File: config.mk
export PLATFORM = sky130hd
export DESIGN_NAME = slumber_ctrl
export DESIGN_NICKNAME = d
export VERILOG_FILES = /design/src/rtl/slumber_pkg.sv /design/src/rtl/slumber_wake_detect.sv /design/src/rtl/slumber_status.sv /design/src/rtl/slumber_fsm.sv /design/src/rtl/slumber_ctrl.sv
export SDC_FILE = /design/constraint.sdc
export NUM_CORES = 1
export LEC_CHECK = 0
export BUFFER_PORTS_ARGS = -buffer_cell sky130_fd_sc_hd__clkbuf_2
export CORE_AREA = 5 5 42 44
export DETAILED_ROUTE_END_ITERATION = 6
export DIE_AREA = 0 0 47 49
export PLACE_DENSITY = 0.69
export SYNTH_ARGS = -nofsm -noshare
export SYNTH_HDL_FRONTEND = slang
export SYNTH_SLANG_ARGS = --single-unit
File: constraint.sdc
create_clock -name clk -period 1.25 [get_ports clk]
set_input_delay 0.25 -clock clk [delete_from_list [all_inputs] [get_ports clk]]
set_output_delay 0.25 -clock clk [all_outputs]
set_load 0.05 [all_outputs]
File: src/rtl/slumber_pkg.sv
package slumber_pkg;

  typedef enum logic [1:0] {
    PH_AWAKE  = 2'd0,
    PH_ASLEEP = 2'd1,
    PH_WAKING = 2'd2
  } phase_e;

  typedef struct packed {
    logic clr_awake;
    logic set_awake;
    logic clr_nwd;
    logic set_nwd;
  } stat_cmd_t;

endpackage

File: src/rtl/slumber_wake_detect.sv
module slumber_wake_detect #(
  parameter int NSRC = 6
) (
  input  logic            clk,
  input  logic            rst_n,
  input  logic [NSRC-1:0] irq_en,
  input  logic [NSRC-1:0] irq_flag,
  output logic            pend_now,
  output logic            pend_prev
);

  logic [NSRC-1:0] hit;

  for (genvar g = 0; g < NSRC; g++) begin : g_src
    assign hit[g] = irq_en[g] & irq_flag[g];
  end

  assign pend_now = |hit;

  // one-cycle history separates "pending before" from "arriving with" a request
  always_ff @(posedge clk or negedge rst_n) begin
    if (!rst_n) pend_prev <= 1'b0;
    else        pend_prev <= pend_now;
  end

endmodule

File: src/rtl/slumber_status.sv
module slumber_status
  import slumber_pkg::*;
(
  input  logic      clk,
  input  logic      rst_n,
  input  stat_cmd_t cmd,
  output logic      awake_flag,
  output logic      no_wdt_flag
);

  always_ff @(posedge clk or negedge rst_n) begin
    if (!rst_n) begin
      awake_flag  <= 1'b1;
      no_wdt_flag <= 1'b1;
    end else begin
      if (cmd.clr_awake)      awake_flag <= 1'b0;
      else if (cmd.set_awake) awake_flag <= 1'b1;
      if (cmd.clr_nwd)        no_wdt_flag <= 1'b0;
      else if (cmd.set_nwd)   no_wdt_flag <= 1'b1;
    end
  end

endmodule

File: src/rtl/slumber_fsm.sv
module slumber_fsm
  import slumber_pkg::*;
(
  input  logic      clk,
  input  logic      rst_n,
  input  logic      sleep_req,
  input  logic      clrwdt_req,
  input  logic      gie,
  input  logic      wdt_timeout,
  input  logic      ext_rst_n,
  input  logic      pend_now,
  input  logic      pend_prev,
  output stat_cmd_t cmd,
  output logic      osc_en,
  output logic      core_stall,
  output logic      wdt_clr,
  output logic      resume_valid,
  output logic      resume_branch
);

  phase_e phase_q, phase_d;
  logic   awake, asleep;
  logic   enter, nop_sleep, clr_cmd, wdt_rst;
  logic   xrst_hit, wake_any, wake_run;
  logic   wclr_d, rv_d, rb_d;

  assign awake  = (phase_q == PH_AWAKE);
  assign asleep = (phase_q == PH_ASLEEP);

  always_comb begin
    wdt_rst   = awake & wdt_timeout;
    enter     = awake & sleep_req & ~pend_prev & ~wdt_timeout;
    nop_sleep = awake & sleep_req & pend_prev;
    clr_cmd   = awake & clrwdt_req & ~sleep_req & ~wdt_timeout;
    xrst_hit  = asleep & ~ext_rst_n;
    wake_any  = asleep & (pend_now | wdt_timeout | ~ext_rst_n);
    wake_run  = wake_any & ext_rst_n;
  end

  always_comb begin
    phase_d = phase_q;
    unique case (phase_q)
      PH_AWAKE:  if (enter) phase_d = PH_ASLEEP;
      PH_ASLEEP: begin
        if (xrst_hit)      phase_d = PH_AWAKE;
        else if (wake_any) phase_d = PH_WAKING;
      end
      PH_WAKING: phase_d = PH_AWAKE;
      default:   phase_d = PH_AWAKE;
    endcase
  end

  always_comb begin
    cmd           = '0;
    cmd.clr_awake = enter;
    cmd.set_awake = (clr_cmd | wdt_rst) & ~nop_sleep;
    cmd.set_nwd   = enter | clr_cmd;
    cmd.clr_nwd   = wdt_rst | (wake_run & wdt_timeout);
  end

  always_comb begin
    wclr_d = enter | clr_cmd | wake_any;
    rv_d   = wake_run;
    rb_d   = wake_run & pend_now & gie;
  end

  always_ff @(posedge clk or negedge rst_n) begin
    if (!rst_n) begin
      phase_q       <= PH_AWAKE;
      wdt_clr       <= 1'b0;
      resume_valid  <= 1'b0;
      resume_branch <= 1'b0;
    end else begin
      phase_q       <= phase_d;
      wdt_clr       <= wclr_d;
      resume_valid  <= rv_d;
      resume_branch <= rb_d;
    end
  end

  // clock restarts in the very cycle a wake condition shows up
  assign osc_en     = ~asleep | wake_any;
  assign core_stall = asleep;

endmodule

File: src/rtl/slumber_ctrl.sv
module slumber_ctrl
  import slumber_pkg::*;
#(
  parameter int NSRC = 6
) (
  input  logic            clk,
  input  logic            rst_n,
  input  logic            sleep_req,
  input  logic            clrwdt_req,
  input  logic            gie,
  input  logic [NSRC-1:0] irq_en,
  input  logic [NSRC-1:0] irq_flag,
  input  logic            wdt_timeout,
  input  logic            ext_rst_n,
  output logic            osc_en,
  output logic            core_stall,
  output logic            wdt_clr,
  output logic            awake_flag,
  output logic            no_wdt_flag,
  output logic            resume_valid,
  output logic            resume_branch
);

  logic      pend_now, pend_prev;
  stat_cmd_t cmd;

  slumber_wake_detect #(.NSRC(NSRC)) u_detect (
    .clk       (clk),
    .rst_n     (rst_n),
    .irq_en    (irq_en),
    .irq_flag  (irq_flag),
    .pend_now  (pend_now),
    .pend_prev (pend_prev)
  );

  slumber_fsm u_fsm (
    .clk           (clk),
    .rst_n         (rst_n),
    .sleep_req     (sleep_req),
    .clrwdt_req    (clrwdt_req),
    .gie           (gie),
    .wdt_timeout   (wdt_timeout),
    .ext_rst_n     (ext_rst_n),
    .pend_now      (pend_now),
    .pend_prev     (pend_prev),
    .cmd           (cmd),
    .osc_en        (osc_en),
    .core_stall    (core_stall),
    .wdt_clr       (wdt_clr),
    .resume_valid  (resume_valid),
    .resume_branch (resume_branch)
  );

  slumber_status u_status (
    .clk         (clk),
    .rst_n       (rst_n),
    .cmd         (cmd),
    .awake_flag  (awake_flag),
    .no_wdt_flag (no_wdt_flag)
  );

endmodule

==> metrics.md, run 1 <==
| Metric | Value |
|---|---|
| H-tree Lvls | `1` |
| Clock share of power | `30.7%` |
| Total GRT Usage | `12.9%` |
| LEAKAGE | `0.405 nW` |
| Layout Nets | `92` |
| Crit path max fanout | `2` |
| Pins Over Slew Limit | `0` |
| R2r setup slk | `0.02 ns` |
| Area of the multi-input gates | `268 um^2` |
| Via/cell ratio | `4.75` |
| Drt drc | `0` |
| Slew @ Worst Pin | `0.283 ns` |
| Fill cells | `135` |
| Final instance area | `767 um^2` |
| Die ar. | `2300 um^2` |
| GRT overflow | `0` |
| Internal power | `0.497 mW` |
| Clk sinks | `8` |
| Fin crit share | `137%` |
| Clk slew on worst S/H paths | `0.07 ns` |
| Register bit total from synthesis | `8` |
| Worst Slack Setup Final | `-0.465 ns` |
| RSZ-0062 raised after global routing | `yes` |
| R2R cell count | `3` |
| CP Class | `flop to output port` |
| Startpoint types | `flop` |
| First-pass GRT wire length | `2.09 mm` |
| Core area | `1400 um^2` |
| Diodes inserted | `0` |
| Yosys Warn Count | `0` |
| Sw frac | `30.0%` |
| DRT Pass-1 Iters | `3` |
| Share of layout cells above drive strength 1 | `69.4%` |
| Final hold violation count | `0` |
| Max_cap viols | `0` |
| CTS tree | `yes` |
| CTS buffer count | `3` |
| Reg power frac | `40.7%` |
| Initial antenna violation count | `0` |
| Sw Pwr | `0.213 mW` |
| Final setup viols | `2` |
| Placed Area | `651 um^2` |
| Worst Hold Class | `input port to flop` |
| Io pins | `26` |
| Dpl hpwl | `942 um` |
| Pwr Total | `0.711 mW` |
| Clock Latency Late Sink | `0.26 ns` |
| Critical Path Max Stage Delay | `0.38 ns` |
| Synth Instances | `35` |
| Clk buf depth | `2` |
| Wire length per cell | `14.1 um` |
| Seq/Total Area, Yosys | `45.5%` |
| Worst VDD drop | `0.594 mV` |
| Die width | `47 um` |
| CP endpoint kind | `output port` |
| Fin util | `54.7%` |
| Largest net degree at the start of global routing | `9` |
| Layout overhead on the synthesized area | `72.2%` |
| Root buffer cell | `clkbuf_4` |
| Synthesized area | `445 um^2` |
| Max frequency | `583 MHz` |
| Synthesized area per cell | `12.7 um^2` |
| Most frequent cells in the layout | `21 x clkbuf_2, 6 x buf_4, 6 x dfrtp_1` |
| Pwr dens | `926 nW/um^2` |
| First DRT Iteration DRCs | `6` |
| RePlAce Congestion | `0.722` |
| Yosys cell types | `23` |
| Final min period | `1.72 ns` |
| PortBufs | `25` |
| Routed WL | `1.24 mm` |
| ANT nets after route | `0` |
| Critical Path RT | `1.00 ns` |
| Mapped Nets | `54` |
| Worst Skew | `0.0146 ns` |
| Power share of the combinational group | `28.6%` |
| Die Ht | `49 um` |
| Violated checks | `setup timing` |
| Slew margin rel. | `81.2%` |
| Vias | `418` |
| # rows | `14` |
| Register area | `203 um^2` |
| Outcome | `finished, violations left` |
| Crit-path slowest cell | `dfrtp_1` |
| Vias in the first global route | `482` |
| Initial Utilization | `31.8%` |
| Sequence of cells on the critical path | `and2b_4, nand2_2, or3_4, clkbuf_16` |
| Worst hold path cell count | `2` |
| Crit path DAT | `1.47 ns` |
| Commonest non-fill, non-tap cell in the layout | `clkbuf_2` |
-- through the flow --
step	hold slack, ns	worst slack (ns)	TNS (ns)	instances
after floorplan	-0.0456	-0.252	-0.252	35
after global placement	0.102	-0.244	-0.244	83
after detailed placement	0.111	-0.258	-0.258	83
after CTS	0.167	-0.456	-0.619	88
after global routing	0.206	-0.510	-0.757	88
final	0.217	-0.465	-0.625	88
-- cell usage after synthesis --
cell type | n | area (um^2)
a21oi_1 | 2 | 10.0
a21o_2 | 1 | 8.76
and2b_1 | 1 | 7.51
o21ai_0 | 1 | 5.00
nor2_1 | 1 | 3.75
nand2b_1 | 2 | 12.5
and3b_1 | 1 | 8.76
nand3_4 | 1 | 17.5
o31ai_1 | 1 | 7.51
a21oi_2 | 1 | 8.76
nand2_1 | 1 | 3.75
mux2i_1 | 1 | 10.0
or2_2 | 1 | 6.26
dfstp_2 | 2 | 52.6
o21a_1 | 3 | 22.5
or3_4 | 1 | 11.3
or4_1 | 1 | 7.51
dfrtp_1 | 6 | 150
nand4_1 | 1 | 6.26
a22oi_4 | 3 | 63.8
and2b_2 | 1 | 8.76
or3_1 | 1 | 6.26
and3_1 | 1 | 6.26
-- path summary, 6_finish.rpt --
kind / startpoint / end
max in group asynchronous: rst_n / u_status.awake_flag
min in group asynchronous: rst_n / u_fsm.phase_q[1]
min: sleep_req / u_status.awake_flag
min reg2reg: u_status.awake_flag / u_status.awake_flag
max reg2reg: u_fsm.phase_q[0] / u_fsm.phase_q[0]
max: u_fsm.phase_q[1] / osc_en
-- critical path: cells and delay by family, from the launching register on --
kind / cells / cell delay, ns
AND/OR/NAND/NOR: 3 / 0.64
flip-flops: 1 / 0.38
buffers and inverters: 1 / 0.18
-- registers in the layout (all words and copies together) (netlist names) --
register / flops
u_fsm.resume_branch: 1
u_status.awake_flag: 1
u_detect.pend_prev: 1
u_fsm.wdt_clr: 1
u_fsm.resume_valid: 1
u_fsm.phase_q: 2
u_status.no_wdt_flag: 1
-- kinds of logic after synthesis --
| family | after synthesis | synth area share, % |
|---|---|---|
| AND/OR/NAND/NOR | 14 | 23.9 |
| AO/OA/AOI/OAI | 12 | 28.4 |
| flip-flops | 8 | 45.5 |
| multiplexers | 1 | 2.25 |
-- power by group through the flow --
stage / Combinational, mW / Clock (mW) / Sequential (mW)
4_1_cts: 0.196 / 0.226 / 0.288
5_1_grt: 0.218 / 0.252 / 0.290
3_3_place_gp: 0.174 / 0 / 0.290
6_report: 0.203 / 0.218 / 0.289
3_5_place_dp: 0.178 / 0 / 0.291
2_1_floorplan: 0.0593 / 0 / 0.329
-- repair_timing --
| action | CTS | global route |
|---|---|---|
| setup buffers | 0 | 1 |
| resized for setup | 11 | 4 |
| hold endpoints to repair | 6 | 0 |
| gates cloned | 0 | 0 |
| endpoints found under the setup margin | 4 | 6 |
| hold buffers | 1 | 0 |
| pin swaps | 0 | 1 |
-- area by class of cell --
class	count	area share [%]
clock buffers	4	3.43
multi-input cells	27	34.9
flip-flops and latches	8	26.4
well taps	16	2.61
repair buffers	33	32.6
-- per-layer routing --
| layer | global-route usage (%) | part of all wire [%] | vias up |
|---|---|---|---|
| met3 | 4.80 | 8.5 | 2 |
| met1 | 13.7 | 34 | 198 |
| met5 | 0 | 0 | - |
| met4 | 8.76 | 2.2 | 0 |
| met2 | 20.1 | 56 | 13 |
| li1 | - | - | 205 |
Power figures use the tool's default switching activity.
==> run 2, diff against run 1 <==
Settings changed: MAX_ROUTING_LAYER set to met4.
==> run 2 against run 1 <==
The run still ends with setup timing left. Sequential share of layout area down 0.13 points. Routed wire length up 1.5%. Count of clock-buffer cells in the layout unchanged. Clock skew down 0.0018 ns. Sequential cell count unchanged. Sequential power about the same. Power about the same. Utilization up 0.27 points. Cell area up 0.49%. Clock power about the same. Critical path type unchanged. Critical endpoint unchanged. Largest power group unchanged.
==> metrics.md, run 2 (same netlist as run 1, synthesis figures left out) <==
| Metric | Value |
|---|---|
| Pwr dens | `922 nW/um^2 (-0.52%)` |
| Final setup viols | `2 (unchanged)` |
| Most frequent cells in the layout | `21 x clkbuf_2, 6 x buf_4, 6 x dfrtp_1` |
| Worst Path Buf+Inv | `1 (unchanged)` |
| RSZ-0062 raised after global routing | `yes` |
| Fill cells | `136 (+0.74%)` |
| Die ar. | `2300 um^2 (unchanged)` |
| RePlAce Congestion | `0.731 (+1.2%)` |
| Vias in the first global route | `483 (+0.21%)` |
| Sequence of cells on the critical path | `and2b_4, nand2_2, or3_4, clkbuf_16` |
| Die width | `47 um (unchanged)` |
| Clock Latency Late Sink | `0.26 ns (about the same)` |
| # rows | `14 (unchanged)` |
| ANT nets after route | `0 (unchanged)` |
| Max reg flops | `2 (unchanged)` |
| Startpoint types | `flop` |
| Root buffer cell | `clkbuf_4` |
| Core area | `1400 um^2 (unchanged)` |
| Initial Utilization | `31.8% (unchanged)` |
| Commonest non-fill, non-tap cell in the layout | `clkbuf_2` |
| Pre-CTS setup slack | `-0.258 ns (unchanged)` |
| Final min period | `1.72 ns (+0.00326 ns)` |
| Clk buf depth | `2 (unchanged)` |
| Vias | `418 (unchanged)` |
| GRT overflow | `0 (unchanged)` |
| CP endpoint kind | `output port` |
| Worst Skew | `0.0128 ns (-0.00181 ns)` |
| Critical Path Max Stage Delay | `0.38 ns (about the same)` |
| Io pins | `26 (unchanged)` |
| H-tree Lvls | `1 (unchanged)` |
| Max frequency | `582 MHz (-0.19%)` |
| CTS tree | `yes` |
| Initial antenna violation count | `0 (unchanged)` |
| Wire length per cell | `14.3 um (+1.5%)` |
| Routed WL | `1.26 mm (+1.5%)` |
| Drt drc | `0 (unchanged)` |
| CP Class | `flop to output port` |
| First DRT Iteration DRCs | `5 (-1)` |
| Slew @ Worst Pin | `0.286 ns (+0.00277 ns)` |
| Worst VDD drop | `0.583 mV (-1.9%)` |
| Share of layout cells above drive strength 1 | `70.8% (+1.4 points)` |
| Diodes inserted | `0 (unchanged)` |
| Crit-path slowest cell | `dfrtp_1` |
| Violated checks | `setup timing` |
| Fin util | `55.0% (+0.27 points)` |
| Total GRT Usage | `13.2% (+0.26 points)` |
| Layout overhead on the synthesized area | `73.0%` |
| Largest net degree at the start of global routing | `9 (unchanged)` |
| Crit path max fanout | `2 (unchanged)` |
| Layout Nets | `92 (unchanged)` |
| Global Route met2 Usage | `20.1% (unchanged)` |
| First-pass GRT wire length | `2.08 mm (-0.67%)` |
| Clk sinks | `8 (unchanged)` |
| Crit path DAT | `1.47 ns (about the same)` |
| PortBufs | `25 (unchanged)` |
| Met3 track demand over resource | `3.69% (-1.1 points)` |
| Via/cell ratio | `4.75 (unchanged)` |
| Slew margin rel. | `81.0% (-0.18 points)` |
| Fin crit share | `137% (+0.26 points)` |
| Die Ht | `49 um (unchanged)` |
| Final TNS setup | `-0.630 ns (-0.00443 ns)` |
| Outcome | `finished, violations left` |
| Pins Over Slew Limit | `0 (unchanged)` |
| Max_cap viols | `0 (unchanged)` |
| Worst Hold Class | `input port to flop` |
| Met1 Use GR | `14.1% (+0.45 points)` |
| Clk slew on worst S/H paths | `0.06 ns (about the same)` |
| Critical Path RT | `1.00 ns (about the same)` |
| LEAKAGE | `0.407 nW (+0.52%)` |
| Dpl hpwl | `942 um (unchanged)` |
| DRT Pass-1 Iters | `3 (unchanged)` |
| Largest register by flop count | `u_fsm.phase_q` |
| Worst Slack Setup Final | `-0.469 ns (-0.00326 ns)` |
| Cell family with most CP delay | `simple AND/OR/NAND/NOR gates` |
| Most used routing layer | `met2` |
| Final hold violation count | `0 (unchanged)` |
| CTS buffer count | `3 (unchanged)` |
[run 2: cell count changes in the layout (fill, tap and decap cells not counted)]
cell   previous run  this run
or4_4             0         1
or4_1             1         0
[run 2: power by group]
group	switching, mW	internal, mW	leakage (nW)
Sequential	0.0103	0.279	0.0995
Combinational	0.107	0.0970	0.293
Clock	0.0946	0.122	0.0150
[run 2: final timing paths]
path                                     start              endpoint  slack (ns)  depth (start not counted)
max                           u_fsm.phase_q[1]                osc_en       -0.47                          4
min                                  sleep_req   u_status.awake_flag        0.22                          2
max reg2reg                   u_fsm.phase_q[0]  u_status.no_wdt_flag        0.03                          4
min reg2reg                u_status.awake_flag   u_status.awake_flag        0.55                          2
max in group asynchronous                rst_n   u_status.awake_flag        0.61                          2
min in group asynchronous                rst_n      u_fsm.phase_q[1]        0.37                          2
[run 2: layout make-up]
| class | instances | area, um^2 | area share (%) |
|---|---|---|---|
| multi-input combinational | 27 | 272 | 35.2 |
| timing repair buffer | 33 | 250 | 32.5 |
| sequential | 8 | 203 | 26.3 |
| clock buffer | 4 | 26.3 | 3.41 |
| tap | 16 | 20.0 | 2.60 |
[run 2: what timing repair did]
action	CTS	global route
endpoints found under the setup margin	4	6
hold buffers	1	0
resized for setup	11	5
pin swaps	0	1
setup buffers	0	1
endpoints found under the hold margin	6	0
[run 2: routing by layer]
| layer | part of all wire, % | vias up |
|---|---|---|
| li1 | - | 206 |
| met1 | 34 | 197 |
| met2 | 57 | 13 |
| met3 | 7.3 | 2 |
| met4 | 2.1 | 0 |
| met5 | 0 | - |
[run 2: stage by stage]
stage	total power, mW	hold WS, ns	area (um^2)	cells
after floorplan	0.389	-0.0456	453	35
after global placement	0.464	0.102	651	83
after detailed placement	0.469	0.111	651	83
after CTS	0.710	0.167	747	88
after global routing	0.759	0.206	771	88
final	0.710	0.217	771	88
==> run 3, diff against run 2 <==
Settings changed: CELL_PAD_IN_SITES_DETAIL_PLACEMENT set to 0, CELL_PAD_IN_SITES_GLOBAL_PLACEMENT set to 1, CORE_AREA 5 5 42 44 to not set, CORE_MARGIN set to 5, CORE_UTILIZATION set to 30, DIE_AREA 0 0 47 49 to not set, PLACE_DENSITY 0.69 to 0.8.
==> run 3 against run 2 <==
The run still ends with setup timing left. Via count up 4.1%. Routed wire length fell by 7.2%. Cell area grew 2.4%. Maximum frequency up 1.7%. Clock skew shrank 0.012 ns. Critical endpoint unchanged. Register-to-register slack lost 0.05 ns. Combinational power is essentially flat. Largest power group unchanged. Clock power fell by 2%.
==> metrics.md, run 3 (same netlist as run 1, synthesis figures left out) <==
| Metric | Value |
|---|---|
| CTS buffer count | `3 (unchanged)` |
| Worst Hold Class | `input port to flop` |
| Final min period | `1.69 ns (-0.0293 ns)` |
| Final Hold Slack | `0.161 ns (-0.0557 ns)` |
| Routed WL | `1.17 mm (-7.2%)` |
| Initial Utilization | `30.6% (-1.1 points)` |
| CP Class | `flop to output port` |
| Clock Latency Late Sink | `0.25 ns (about the same)` |
| Clk slew on worst S/H paths | `0.06 ns (about the same)` |
| CTS tree | `yes` |
| Largest register by flop count | `u_fsm.phase_q` |
| Dpl hpwl | `851 um (-9.7%)` |
| Clk sinks | `8 (unchanged)` |
| Fin crit share | `135% (-2.3 points)` |
| Crit path launch | `u_fsm.phase_q[1]` |
| CP endpoint kind | `output port` |
| Outcome | `finished, violations left` |
| Io pins | `26 (unchanged)` |
| Startpoint types | `flop` |
| Fill cells | `124 (-8.8%)` |
| PortBufs | `25 (unchanged)` |
| Critical Path RT | `1.00 ns (about the same)` |
| CP Capture Point | `osc_en` |
| Worst VDD drop | `0.581 mV (-0.41%)` |
| Register area | `203 um^2 (unchanged)` |
| Pre-CTS setup slack | `-0.258 ns (+0.000571 ns)` |
| Via/cell ratio | `4.78 (+0.64%)` |
| Pins Over Slew Limit | `0 (unchanged)` |
| Max reg flops | `2 (unchanged)` |
| Pwr dens | `895 nW/um^2 (-2.9%)` |
| Core area | `1450 um^2 (+3.7%)` |
| Total GRT Usage | `10.9% (-2.3 points)` |
| # rows | `14 (unchanged)` |
| Cell family with most CP delay | `simple AND/OR/NAND/NOR gates` |
| Top layer in use | `met3` |
| Area of the multi-input gates | `260 um^2 (-4.1%)` |
| Vias | `435 (+4.1%)` |
| Reg-to-Reg Start | `u_fsm.phase_q[0]` |
| Final setup viols | `3 (+1)` |
| DRT Pass-1 Iters | `5 (+2)` |
| Commonest non-fill, non-tap cell in the layout | `clkbuf_2` |
| Die ar. | `2360 um^2 (+2.3%)` |
| First-pass GRT wire length | `1.95 mm (-6.0%)` |
| Clk buf depth | `2 (unchanged)` |
| RSZ-0062 raised after global routing | `yes` |
| Die Ht | `48.5 um (-0.96%)` |
| Die width | `48.5 um (+3.3%)` |
| First DRT Iteration DRCs | `8 (+3)` |
| R2r setup slk | `-0.02 ns (-0.05 ns)` |
| Slew @ Worst Pin | `0.280 ns (-0.00542 ns)` |
| Sequence of cells on the critical path | `and2b_4, nand2_2, or3_4, clkbuf_16` |
| LEAKAGE | `0.414 nW (+1.7%)` |
| Share of layout cells above drive strength 1 | `69.3% (-1.5 points)` |
| Worst hold path cell count | `2 (unchanged)` |
| Violated checks | `setup timing` |
| Drt drc | `0 (unchanged)` |
| Slew margin rel. | `81.4% (+0.36 points)` |
| Worst path depth | `4 (unchanged)` |
| Critical Path Max Stage Delay | `0.37 ns (about the same)` |
| Final hold violation count | `0 (unchanged)` |
| R2R cell count | `6 (+2)` |
| Worst Path Buf+Inv | `1 (unchanged)` |
| Layout overhead on the synthesized area | `77.2%` |
| Most frequent cells in the layout | `21 x clkbuf_2, 7 x buf_4, 6 x dfrtp_1` |
| Crit-path slowest cell | `dfrtp_1` |
| Worst r2r dst | `u_fsm.wdt_clr` |
| GRT overflow | `0 (unchanged)` |
| Crit path DAT | `1.44 ns (-0.03 ns)` |
| Largest net degree at the start of global routing | `9 (unchanged)` |
| Placed Area | `651 um^2 (unchanged)` |
| Initial antenna violation count | `0 (unchanged)` |
| ANT nets after route | `0 (unchanged)` |
| Worst Skew | `0.000355 ns (-0.0124 ns)` |
| Vias in the first global route | `470 (-2.7%)` |
| Met3 WL | `70 um (-24%)` |
| Crit path max fanout | `2 (unchanged)` |
| Met1 wire length | `429 um (+1.2%)` |
| Worst Slack Setup Final | `-0.439 ns (+0.0293 ns)` |
| RePlAce Congestion | `0.716 (-2.0%)` |
| Max_cap viols | `0 (unchanged)` |
| Layout Nets | `95 (+3.3%)` |
| Wire length per cell | `12.8 um (-10%)` |
| Final instance area | `790 um^2 (+2.4%)` |
| Diodes inserted | `0 (unchanged)` |
| Wire length on met2 | `665 um (-6.7%)` |
| H-tree Lvls | `1 (unchanged)` |
| Root buffer cell | `clkbuf_4` |
| Max frequency | `592 MHz (+1.7%)` |
-- run 3: metrics by stage --
stage | std cells | utilization (%) | TNS, ns | power (mW)
5_1_grt | 91 | 54.3 | -1.08 | 0.757
6_report | 91 | 54.3 | -0.868 | 0.707
3_5_place_dp | 83 | 44.8 | -0.258 | 0.466
2_1_floorplan | 35 | - | -0.252 | 0.389
3_3_place_gp | 83 | 44.8 | -0.250 | 0.464
4_1_cts | 90 | 52.9 | -0.749 | 0.711
-- run 3: metal layers --
| metal | up-vias | GRT usage, % |
|---|---|---|
| li1 | 214 | - |
| met1 | 209 | 11.0 |
| met3 | 0 | 5.21 |
| met5 | - | - |
| met2 | 12 | 19.3 |
| met4 | 0 | 1.35 |
-- run 3: area by class of cell --
type	instances	share of cell area, %
clock buffer	4	3.33
multi-input combinational	27	33.0
sequential	8	25.7
tap	16	2.54
timing repair buffer	36	35.5
-- run 3: where the power goes --
part,total (mW),leakage [nW],internal (mW),switching (mW)
Sequential,0.289,0.0995,0.279,0.00981
Combinational,0.205,0.300,0.0988,0.106
Clock,0.213,0.0150,0.122,0.0911
Total,0.707,0.414,0.500,0.207
-- run 3: worst min-delay path by stage --
stage,endpoint,startpoint,slack (ns)
CTS,u_status.awake_flag,sleep_req,0.15
global placement,u_fsm.resume_valid,rst_n,0.11
detailed placement,u_fsm.resume_branch,rst_n,0.11
global route,u_status.awake_flag,sleep_req,0.16
finish,u_status.awake_flag,sleep_req,0.16
floorplan,u_detect.pend_prev,rst_n,-0.05
-- run 3: timing repair --
action | in CTS | in global routing
setup buffers | 2 | 2
hold endpoints to repair | 6 | 0
endpoints found under the setup margin | 4 | 4
hold buffers | 1 | 0
gates resized for setup | 13 | 3
pin swaps | 0 | 2
